### config.mk
export PLATFORM = sky130hd
export DESIGN_NAME = f2u_trunc_conv
export DESIGN_NICKNAME = d
export VERILOG_FILES = /design/src/rtl/f2u_pkg.sv /design/src/rtl/f2u_classify.sv /design/src/rtl/f2u_magnitude.sv /design/src/rtl/f2u_select.sv /design/src/rtl/f2u_trunc_conv.sv
export SDC_FILE = /design/constraint.sdc
export NUM_CORES = 1
export LEC_CHECK = 0
export BUFFER_PORTS_ARGS = -buffer_cell sky130_fd_sc_hd__buf_4
export CELL_PAD_IN_SITES_DETAIL_PLACEMENT = 1
export CELL_PAD_IN_SITES_GLOBAL_PLACEMENT = 1
export CORE_MARGIN = 4
export CORE_UTILIZATION = 39
export DETAILED_ROUTE_END_ITERATION = 8
export GPL_TIMING_DRIVEN = 1
export PLACE_DENSITY = 0.87
export RECOVER_POWER = 50
export SLEW_MARGIN = 25
export SYNTH_ARGS = -nofsm -noshare
export SYNTH_HDL_FRONTEND = slang
export SYNTH_SLANG_ARGS = --single-unit
### constraint.sdc
create_clock -name clk -period 4.4 [get_ports clk]
set_clock_uncertainty 0.05 [all_clocks]
set_input_delay 0.66 -clock clk [delete_from_list [all_inputs] [get_ports clk]]
set_output_delay 0.66 -clock clk [all_outputs]
set_load 0.01 [all_outputs]
### src/rtl/f2u_pkg.sv
package f2u_pkg;

  typedef enum logic [2:0] {
    CLS_ZERO,
    CLS_NORM,
    CLS_SUBN,
    CLS_INF,
    CLS_NAN
  } f2u_cls_e;

  typedef struct packed {
    logic inv;
    logic inx;
  } f2u_flags_t;

endpackage

### src/rtl/f2u_classify.sv
module f2u_classify
  import f2u_pkg::*;
#(
  parameter int EW = 8,
  parameter int MW = 23
) (
  input  logic [EW-1:0] exp_i,
  input  logic [MW-1:0] man_i,
  output f2u_cls_e      cls_o
);

  logic exp_max;
  logic exp_min;
  logic man_nz;

  assign exp_max = &exp_i;
  assign exp_min = ~|exp_i;
  assign man_nz  = |man_i;

  always_comb begin
    if (exp_max)      cls_o = man_nz ? CLS_NAN : CLS_INF;
    else if (exp_min) cls_o = man_nz ? CLS_SUBN : CLS_ZERO;
    else              cls_o = CLS_NORM;
  end

endmodule

### src/rtl/f2u_magnitude.sv
module f2u_magnitude #(
  parameter int EW = 8,
  parameter int MW = 23,
  parameter int IW = 32
) (
  input  logic [EW-1:0] exp_i,
  input  logic [MW-1:0] man_i,
  output logic [IW-1:0] mag_o,
  output logic          lost_o,
  output logic          ovf_o
);

  localparam int SIG_W = MW + 1;
  localparam int BIAS  = (1 << (EW - 1)) - 1;
  localparam int SH_W  = $clog2(SIG_W + 1);
  localparam logic [EW:0] POINT_E = (EW + 1)'(BIAS + MW);
  localparam logic [EW:0] OVF_E   = (EW + 1)'(BIAS + IW);
  localparam logic [EW:0] SIG_LIM = (EW + 1)'(SIG_W);

  logic [SIG_W-1:0] sig;
  logic [EW:0]      e_ext;
  logic [EW:0]      lsh;
  logic [EW:0]      rsh_full;
  logic [SH_W-1:0]  amt;
  logic [IW-1:0]    mag_l;
  logic [IW-1:0]    mag_r;

  // subnormals share the scale of exponent 1 without the hidden bit
  assign sig   = {(|exp_i), man_i};
  assign e_ext = (|exp_i) ? {1'b0, exp_i} : (EW + 1)'(1);

  assign lsh   = e_ext - POINT_E;
  assign mag_l = {{(IW - SIG_W){1'b0}}, sig} << lsh;

  assign rsh_full = POINT_E - e_ext;
  assign amt = (rsh_full >= SIG_LIM) ? SH_W'(SIG_W) : rsh_full[SH_W-1:0];

  // staged right shifter collecting discarded bits per stage
  logic [SIG_W-1:0] stg [SH_W+1];
  logic             stk [SH_W+1];

  assign stg[0] = sig;
  assign stk[0] = 1'b0;

  generate
    for (genvar k = 0; k < SH_W; k++) begin : g_rsh
      assign stg[k+1] = amt[k] ? (stg[k] >> (1 << k)) : stg[k];
      assign stk[k+1] = stk[k] | (amt[k] & (|stg[k][(1 << k) - 1:0]));
    end
  endgenerate

  assign mag_r = {{(IW - SIG_W){1'b0}}, stg[SH_W]};

  always_comb begin
    ovf_o  = 1'b0;
    lost_o = 1'b0;
    mag_o  = '0;
    if (e_ext >= OVF_E) begin
      ovf_o = 1'b1;
    end else if (e_ext >= POINT_E) begin
      mag_o = mag_l;
    end else begin
      mag_o  = mag_r;
      lost_o = stk[SH_W];
    end
  end

endmodule

### src/rtl/f2u_select.sv
module f2u_select
  import f2u_pkg::*;
#(
  parameter int IW = 32
) (
  input  f2u_cls_e      cls_i,
  input  logic          sign_i,
  input  logic [IW-1:0] mag_i,
  input  logic          lost_i,
  input  logic          ovf_i,
  output logic [IW-1:0] res_o,
  output f2u_flags_t    flg_o
);

  always_comb begin
    res_o = '0;
    flg_o = '{inv: 1'b0, inx: 1'b0};
    unique case (cls_i)
      CLS_NAN: begin
        flg_o.inv = 1'b1;
      end
      CLS_INF: begin
        flg_o.inv = 1'b1;
        res_o     = sign_i ? '0 : '1;
      end
      CLS_ZERO: begin
        res_o = '0;
      end
      default: begin
        if (sign_i) begin
          // strictly negative: invalid only, inexact withheld
          flg_o.inv = 1'b1;
        end else if (ovf_i) begin
          flg_o.inv = 1'b1;
          res_o     = '1;
        end else begin
          res_o     = mag_i;
          flg_o.inx = lost_i;
        end
      end
    endcase
  end

endmodule

### src/rtl/f2u_trunc_conv.sv
module f2u_trunc_conv
  import f2u_pkg::*;
#(
  parameter int EW = 8,
  parameter int MW = 23,
  parameter int IW = 32
) (
  input  logic                clk,
  input  logic                rst_n,
  input  logic                in_valid,
  output logic                in_ready,
  input  logic [EW+MW:0]      in_op,
  output logic                out_valid,
  input  logic                out_ready,
  output logic [IW-1:0]       out_result,
  output logic                out_invalid,
  output logic                out_inexact,
  output logic                out_stat_set,
  output logic                out_stat_clr
);

  localparam int FW = 1 + EW + MW;

  logic          op_sign;
  logic [EW-1:0] op_exp;
  logic [MW-1:0] op_man;
  f2u_cls_e      cls;
  logic [IW-1:0] mag;
  logic          lost;
  logic          ovf;
  logic [IW-1:0] res_c;
  f2u_flags_t    flg_c;
  logic          take;

  assign op_sign = in_op[FW-1];
  assign op_exp  = in_op[FW-2:MW];
  assign op_man  = in_op[MW-1:0];

  f2u_classify #(.EW(EW), .MW(MW)) u_cls (
    .exp_i (op_exp),
    .man_i (op_man),
    .cls_o (cls)
  );

  f2u_magnitude #(.EW(EW), .MW(MW), .IW(IW)) u_mag (
    .exp_i  (op_exp),
    .man_i  (op_man),
    .mag_o  (mag),
    .lost_o (lost),
    .ovf_o  (ovf)
  );

  f2u_select #(.IW(IW)) u_sel (
    .cls_i  (cls),
    .sign_i (op_sign),
    .mag_i  (mag),
    .lost_i (lost),
    .ovf_i  (ovf),
    .res_o  (res_c),
    .flg_o  (flg_c)
  );

  assign in_ready = !out_valid || out_ready;
  assign take     = in_valid && in_ready;

  always_ff @(posedge clk) begin
    if (!rst_n) begin
      out_valid    <= 1'b0;
      out_result   <= '0;
      out_invalid  <= 1'b0;
      out_inexact  <= 1'b0;
      out_stat_set <= 1'b0;
      out_stat_clr <= 1'b0;
    end else if (take) begin
      out_valid    <= 1'b1;
      out_result   <= res_c;
      out_invalid  <= flg_c.inv;
      out_inexact  <= flg_c.inx;
      out_stat_set <= flg_c.inv | flg_c.inx;
      out_stat_clr <= ~(flg_c.inv | flg_c.inx);
    end else if (out_ready) begin
      out_valid    <= 1'b0;
      out_stat_set <= 1'b0;
      out_stat_clr <= 1'b0;
    end
  end


  inv_hides_inx_chk: assert property (@(posedge clk) disable iff (!rst_n)
    out_valid |-> !(out_invalid && out_inexact));


  inv_extreme_chk: assert property (@(posedge clk) disable iff (!rst_n)
    (out_valid && out_invalid) |-> (out_result == '0 || out_result == '1));


  stat_onehot_chk: assert property (@(posedge clk) disable iff (!rst_n)
    out_valid |-> $onehot({out_stat_set, out_stat_clr}));


  stat_idle_chk: assert property (@(posedge clk) disable iff (!rst_n)
    !out_valid |-> (!out_stat_set && !out_stat_clr));


  hold_stable_chk: assert property (@(posedge clk) disable iff (!rst_n)
    (out_valid && !out_ready) |=> (out_valid && $stable(out_result) && $stable(out_invalid)));


  accept_show_chk: assert property (@(posedge clk) disable iff (!rst_n)
    (in_valid && in_ready) |=> out_valid);

endmodule

==> results of run 1 <==
## registers in the layout (all words and copies together) (netlist names)
name	count
out_stat_set	1
out_stat_clr	1
out_result	32
out_valid	1
out_invalid	1
out_inexact	1
## per-stage QoR
| stage | utilization [%] | setup slack, ns |
|---|---|---|
| final | 44.9 | 0.491 |
| after global routing | 44.9 | 0.209 |
| after CTS | 45.9 | 0.573 |
| after detailed placement | 44.5 | 0.284 |
| after global placement | 44.5 | 0.309 |
| after floorplan | - | 0.0972 |
## logic make-up after synthesis
kind of cell / share of synthesized area (%)
AND/OR/NAND/NOR: 24.2
flip-flops: 12.8
adder cells (fa/ha/maj): 0.431
AO/OA/AOI/OAI: 41.1
multiplexers: 11.7
buffers and inverters: 8.36
XOR/XNOR: 1.49
## per-layer routing
metal | track usage [%] | vias up
met1 | 44.5 | 3544
met2 | 51.4 | 459
met3 | 6.14 | 121
met5 | 0 | -
met4 | 13.6 | 0
li1 | - | 3201
## cell usage after synthesis (5+ instances only)
master | instances | area share [%]
a21oi_1 | 64 | 5.5
a22oi_1 | 10 | 1.3
buf_6 | 5 | 0.97
o211ai_1 | 6 | 0.78
mux4_2 | 17 | 6.6
buf_1 | 5 | 0.32
nor4_1 | 13 | 1.4
nand2_1 | 75 | 4.8
nor3_1 | 22 | 1.9
a221oi_1 | 9 | 1.4
nor2_1 | 81 | 5.2
nand3_1 | 33 | 2.8
a32oi_1 | 5 | 0.75
a31oi_1 | 8 | 0.86
o21a_1 | 5 | 0.65
a21boi_0 | 5 | 0.65
buf_2 | 27 | 2.3
mux2i_1 | 22 | 3.8
o21ai_0 | 70 | 6.0
a211oi_2 | 5 | 1.1
a211oi_1 | 17 | 2.2
clkbuf_1 | 48 | 3.1
mux2_2 | 7 | 1.4
o21ai_1 | 11 | 0.95
and2_1 | 8 | 0.86
o221ai_1 | 15 | 2.3
a211o_1 | 5 | 0.75
o211a_1 | 6 | 1.0
dfxtp_1 | 37 | 13
o22ai_1 | 18 | 1.9
or3_1 | 8 | 0.86
nor2b_1 | 8 | 0.86
o221a_2 | 9 | 1.7
inv_1 | 18 | 1.2
## cell type report
cell class,instances,area share [%]
Clock inverter,3,1.05
Sequential cell,37,11.3
Timing Repair Buffer,110,10.5
Tap cell,184,3.53
Clock buffer,5,1.92
Multi-Input combinational cell,671,70.5
Inverter,20,1.15
## worst min-delay path: cells and delay by family, from the launching register on
family | cells | cell delay (ns)
AND/OR/NAND/NOR | 2 | 0.15
flip-flops | 1 | 0.31
## final timing paths
check / endpoint / slack [ns] / from / cells after the start
min reg2reg: out_result[5] / 0.45 / out_result[5] / 2
max: out_result[0] / 0.49 / in_op[24] / 12
max reg2reg: out_result[3] / 2.55 / out_valid / 7
min: out_result[5] / 0.45 / out_result[5] / 2
## power breakdown
group          internal (mW)  switching [mW]
logic                  0.252           0.495
registers              0.360          0.0137
clock network          0.327           0.154
==> impl_metrics.csv, run 1 <==
group,metric,value,unit
run_status,outcome,"finished, final reports clean",
routing,drc,0,
sta,hold_viol,0,
sta,finalSetupTns,0,ns
job,cap_violations,0,
cts,clk_pin_slew,0.06,ns
synthesis,yosysWarnings,0,
sta,maxSlewHeadroom,12.4,%
global_routing,grt_pass1_vias,7159,
die,die_height,130,µm
power_and_ir_drop,vdd_drop_max,208,µV
cts,htree_levels,2,
placed_design,place.port_buffers,73,
cts,numCtsBuffers,5,
critical_path,max_stage_delay,0.62,ns
global_routing,grt_pass1_wl,42.6,mm
hold_path,worstHoldPathType,"reg -> reg",
sta,min_period,3.91,ns
cts,cts_resized,0,
critical_path,crit_path_start_kind,"input pin",
cts,root_buffer,"clkbuf_16",
sta,finalSetupViolCount,0,
cts,cts_sinks,37,
critical_path,critical_path.max_fanout,19,
routing,ant_nets,0,
die,io-pin-count,74,
routing,wl,28.4,mm
critical_path,critical_path_required,4.50,ns
synthesis,synth.distinct_cells,95,
sta,drv_slew,0,
cts,cts_hold_buf,0,
global_routing,track_usage,32.8,%
routing,post_drt_wl_per_cell,27.6,µm
synthesis,syn_avg_cell_area,7.11,µm²
die,initial_core_util,39.9,%
critical_path,path_cells,"buf_4 -> ha_1 -> nand2b_1 -> a2111oi_1 -> or3_1 -> o21ai_4 -> o22ai_1 -> mux2i_1 -> nand2_1 -> o21ai_0 -> a221oi_1 -> nor3_1",
synthesis,synth_edf_count,0,
sta,rsz0062_at_grt,"false",
sta,clock.fmax,256,MHz
routing,detail_route.iter0.violations,891,
layout,final_cells,1030,
layout,seq_area,741,µm²
die,die_w,130,µm
layout,drive_gt1_share,18.2,%
sta,tightest_slew,1.31,ns
power_and_ir_drop,power_density,245,nW/µm²
critical_path,crit_type,"in -> reg",
placed_design,dp_hpwl,21.4,mm
critical_path,critPathArrivalTime,4.01,ns
placed_design,dp_cells,1022,
cts,cts_buffer_depth,2,
global_routing,grt_overflow_total,0,
cts,cts_tree,"yes",
cts,clock_latency,0.28,ns
global_routing,antenna_found_initial,0,
routing,wl_met2,12.7,mm
cts,post_cts_buffers,0,
routing,top_layer_used,"met4",
synthesis,syn_nets,854,
layout,mostFrequentLayoutCells,"nor2_1 (81), nand2_1 (75), buf_4 (73)",
die,die_area,16900,µm²
placed_design,routabilityCongestion,1.01,
layout,multi_input_area,4600,µm²
synthesis,ys_ff_latch,37,
routing,wl_met3,2.68,mm
layout,diodes,0,
layout,nFillCells,1857,
placed_design,placed_area,6470,µm²
layout,layout_commonest_cell,"nor2_1",
die,core_area,14500,µm²
synthesis,syn_inst,816,
power_and_ir_drop,finalPower,1.60,mW
synthesis,syn_area,5810,µm²
routing,wl_met1,11.5,mm
sta,hold_ws,0.453,ns
critical_path,cp_slowest_cell,"a2111oi_1",
power_and_ir_drop,p_leak,2.34,nW
critical_path,crit_buf_inv,1,
critical_path,crit_family,"compound AO/OA/AOI/OAI gates",
critical_path,cp-end-kind,"flop",
global_routing,grt_max_degree,35,
layout,syn_to_final_growth,12.4,%
routing,vias,7325,
synthesis,synthArstFlopShare,0,%
synthesis,synth_top_flop_cell,"dfxtp_1",
sta,fin_crit_sh,88.8,%
routing,drtPass1Iterations,7,
routing,viasPerCell,7.11,
layout,nets,883,
die,rows,44,
layout,final_area,6530,µm²
synthesis,ys_seq_area_share,12.8,%
(Power assumes the default switching activity.)
==> run 2: changes to the inputs <==
- SETUP_SLACK_MARGIN: not set -> 0.5
==> run 2 against run 1 <==
- sequential share of layout area about the same
- register-to-register slack worse by 0.24 ns
- largest cell class unchanged
- highest routed layer unchanged
- wire length down 4.7%
==> impl_metrics.csv, run 2 (synthesis gave the netlist of run 1 again) <==
group,metric,value,unit
critical_path,critical_path.max_fanout,20,
routing,drc,0,
global_routing,grt_overflow_total,0,
cts,cts_tree,"yes",
routing,detail_route.iter0.violations,895,
sta,rsz0062_at_grt,"false",
cts,cts_buffer_depth,2,
cts,clock_latency,0.29,ns
die,initial_core_util,39.9,%
sta,fin_crit_sh,86.7,%
global_routing,track_usage,31.0,%
sta,hold_viol,0,
critical_path,critical_path_required,4.52,ns
layout,diodes,0,
cts,clk_pin_slew,0.06,ns
global_routing,antenna_found_initial,0,
power_and_ir_drop,power_density,235,nW/µm²
cts,root_buffer,"clkbuf_16",
routing,drtPass1Iterations,5,
routing,viasPerCell,7.12,
routing,wl,27.0,mm
critical_path,critPathArrivalTime,3.93,ns
sta,maxSlewHeadroom,13.0,%
die,die_w,130,µm
layout,syn_to_final_growth,12.2,%
placed_design,routabilityCongestion,1.01,
placed_design,dp_hpwl,20.3,mm
routing,vias,7280,
placed_design,place.port_buffers,73,
layout,largest_reg_flops,32,
layout,final_cells,1023,
sta,min_period,3.81,ns
die,core_area,14500,µm²
routing,ant_nets,0,
run_status,outcome,"finished, final reports clean",
layout,mostFrequentLayoutCells,"nor2_1 (81), nand2_1 (75), o21ai_0 (70)",
cts,htree_levels,2,
die,die_height,130,µm
die,rows,44,
die,io-pin-count,74,
cts,cts_hold_buf,0,
sta,clock.fmax,262,MHz
global_routing,grt_pass1_wl,41.0,mm
sta,tightest_slew,1.30,ns
cts,numCtsBuffers,5,
layout,layout_commonest_cell,"nor2_1",
sta,finalSetupTns,0,ns
sta,hold_ws,0.449,ns
global_routing,grt_pass1_vias,7134,
power_and_ir_drop,p_leak,2.31,nW
die,die_area,16900,µm²
routing,post_drt_wl_per_cell,26.4,µm
critical_path,crit_type,"in -> reg",
layout,nFillCells,1895,
sta,finalSetupViolCount,0,
layout,regMostFlops,"out_result",
placed_design,placed_area,6440,µm²
power_and_ir_drop,finalPower,1.53,mW
power_and_ir_drop,vdd_drop_max,143,µV
global_routing,grt_max_degree,38,
layout,nets,876,
layout,drive_gt1_share,18.2,%
critical_path,crit_path_start_kind,"input pin",
critical_path,cp-end-kind,"flop",
job,cap_violations,0,
layout,final_area,6510,µm²
cts,cts_sinks,37,
placed_design,dp_cells,1013,
sta,drv_slew,0,
hold_path,worstHoldPathType,"reg -> reg",
[run 2: worst paths after layout]
check | to | slack [ns] | cells after the start | from
worst max register to register | out_result[0] | 2.31 | 6 | out_valid
worst min register to register | out_invalid | 0.45 | 1 | out_invalid
worst min-delay path | out_invalid | 0.45 | 1 | out_invalid
worst max-delay path | out_inexact | 0.59 | 12 | in_op[25]
[run 2: cell type report]
class                           instances  area [µm²]  area share, %
Clock buffer                            5         125           1.92
Multi-Input combinational cell        671        4660           71.6
Inverter                               20        75.1           1.15
Timing Repair Buffer                  103         634           9.74
Clock inverter                          3        43.8          0.672
Sequential cell                        37         741           11.4
Tap cell                              184         230           3.54
[run 2: metrics by stage]
stage               util, %  setup WS, ns
floorplan                 -         0.529
detailed placement     44.3         0.388
global placement       44.3         0.463
finish                 44.8         0.586
CTS                    45.5         0.600
global route           44.8         0.493
[run 2: worst max-delay path, stage by stage]
cell,delay [ns]
buf_4,0.24
ha_1,0.30
nand2b_4,0.12
a2111oi_4,0.40
or3_1,0.43
o21ai_4,0.20
o21ai_0,0.44
a32oi_1,0.24
nor4_1,0.38
o21ai_1,0.19
o2111ai_1,0.23
a21boi_1,0.09
[run 2: repair_timing]
| action | CTS | global route |
|---|---|---|
| setup buffers | 0 | 2 |
| resized for setup | 0 | 3 |
| endpoints found under the setup margin | 0 | 4 |
[run 2: power breakdown]
part	leakage (nW)	internal (mW)	switching, mW	total, mW
logic	1.92	0.252	0.486	0.738
registers	0.306	0.360	0.0141	0.374
clock network	0.0842	0.268	0.150	0.418
[run 2: per-layer routing]
metal / GRT usage (%) / vias up / wire, µm
met5: 0 / - / 0
met4: 14.5 / 0 / 1540
met3: 5.28 / 126 / 2310
met2: 51.2 / 437 / 12500
met1: 39.5 / 3537 / 10700
li1: - / 3180 / -
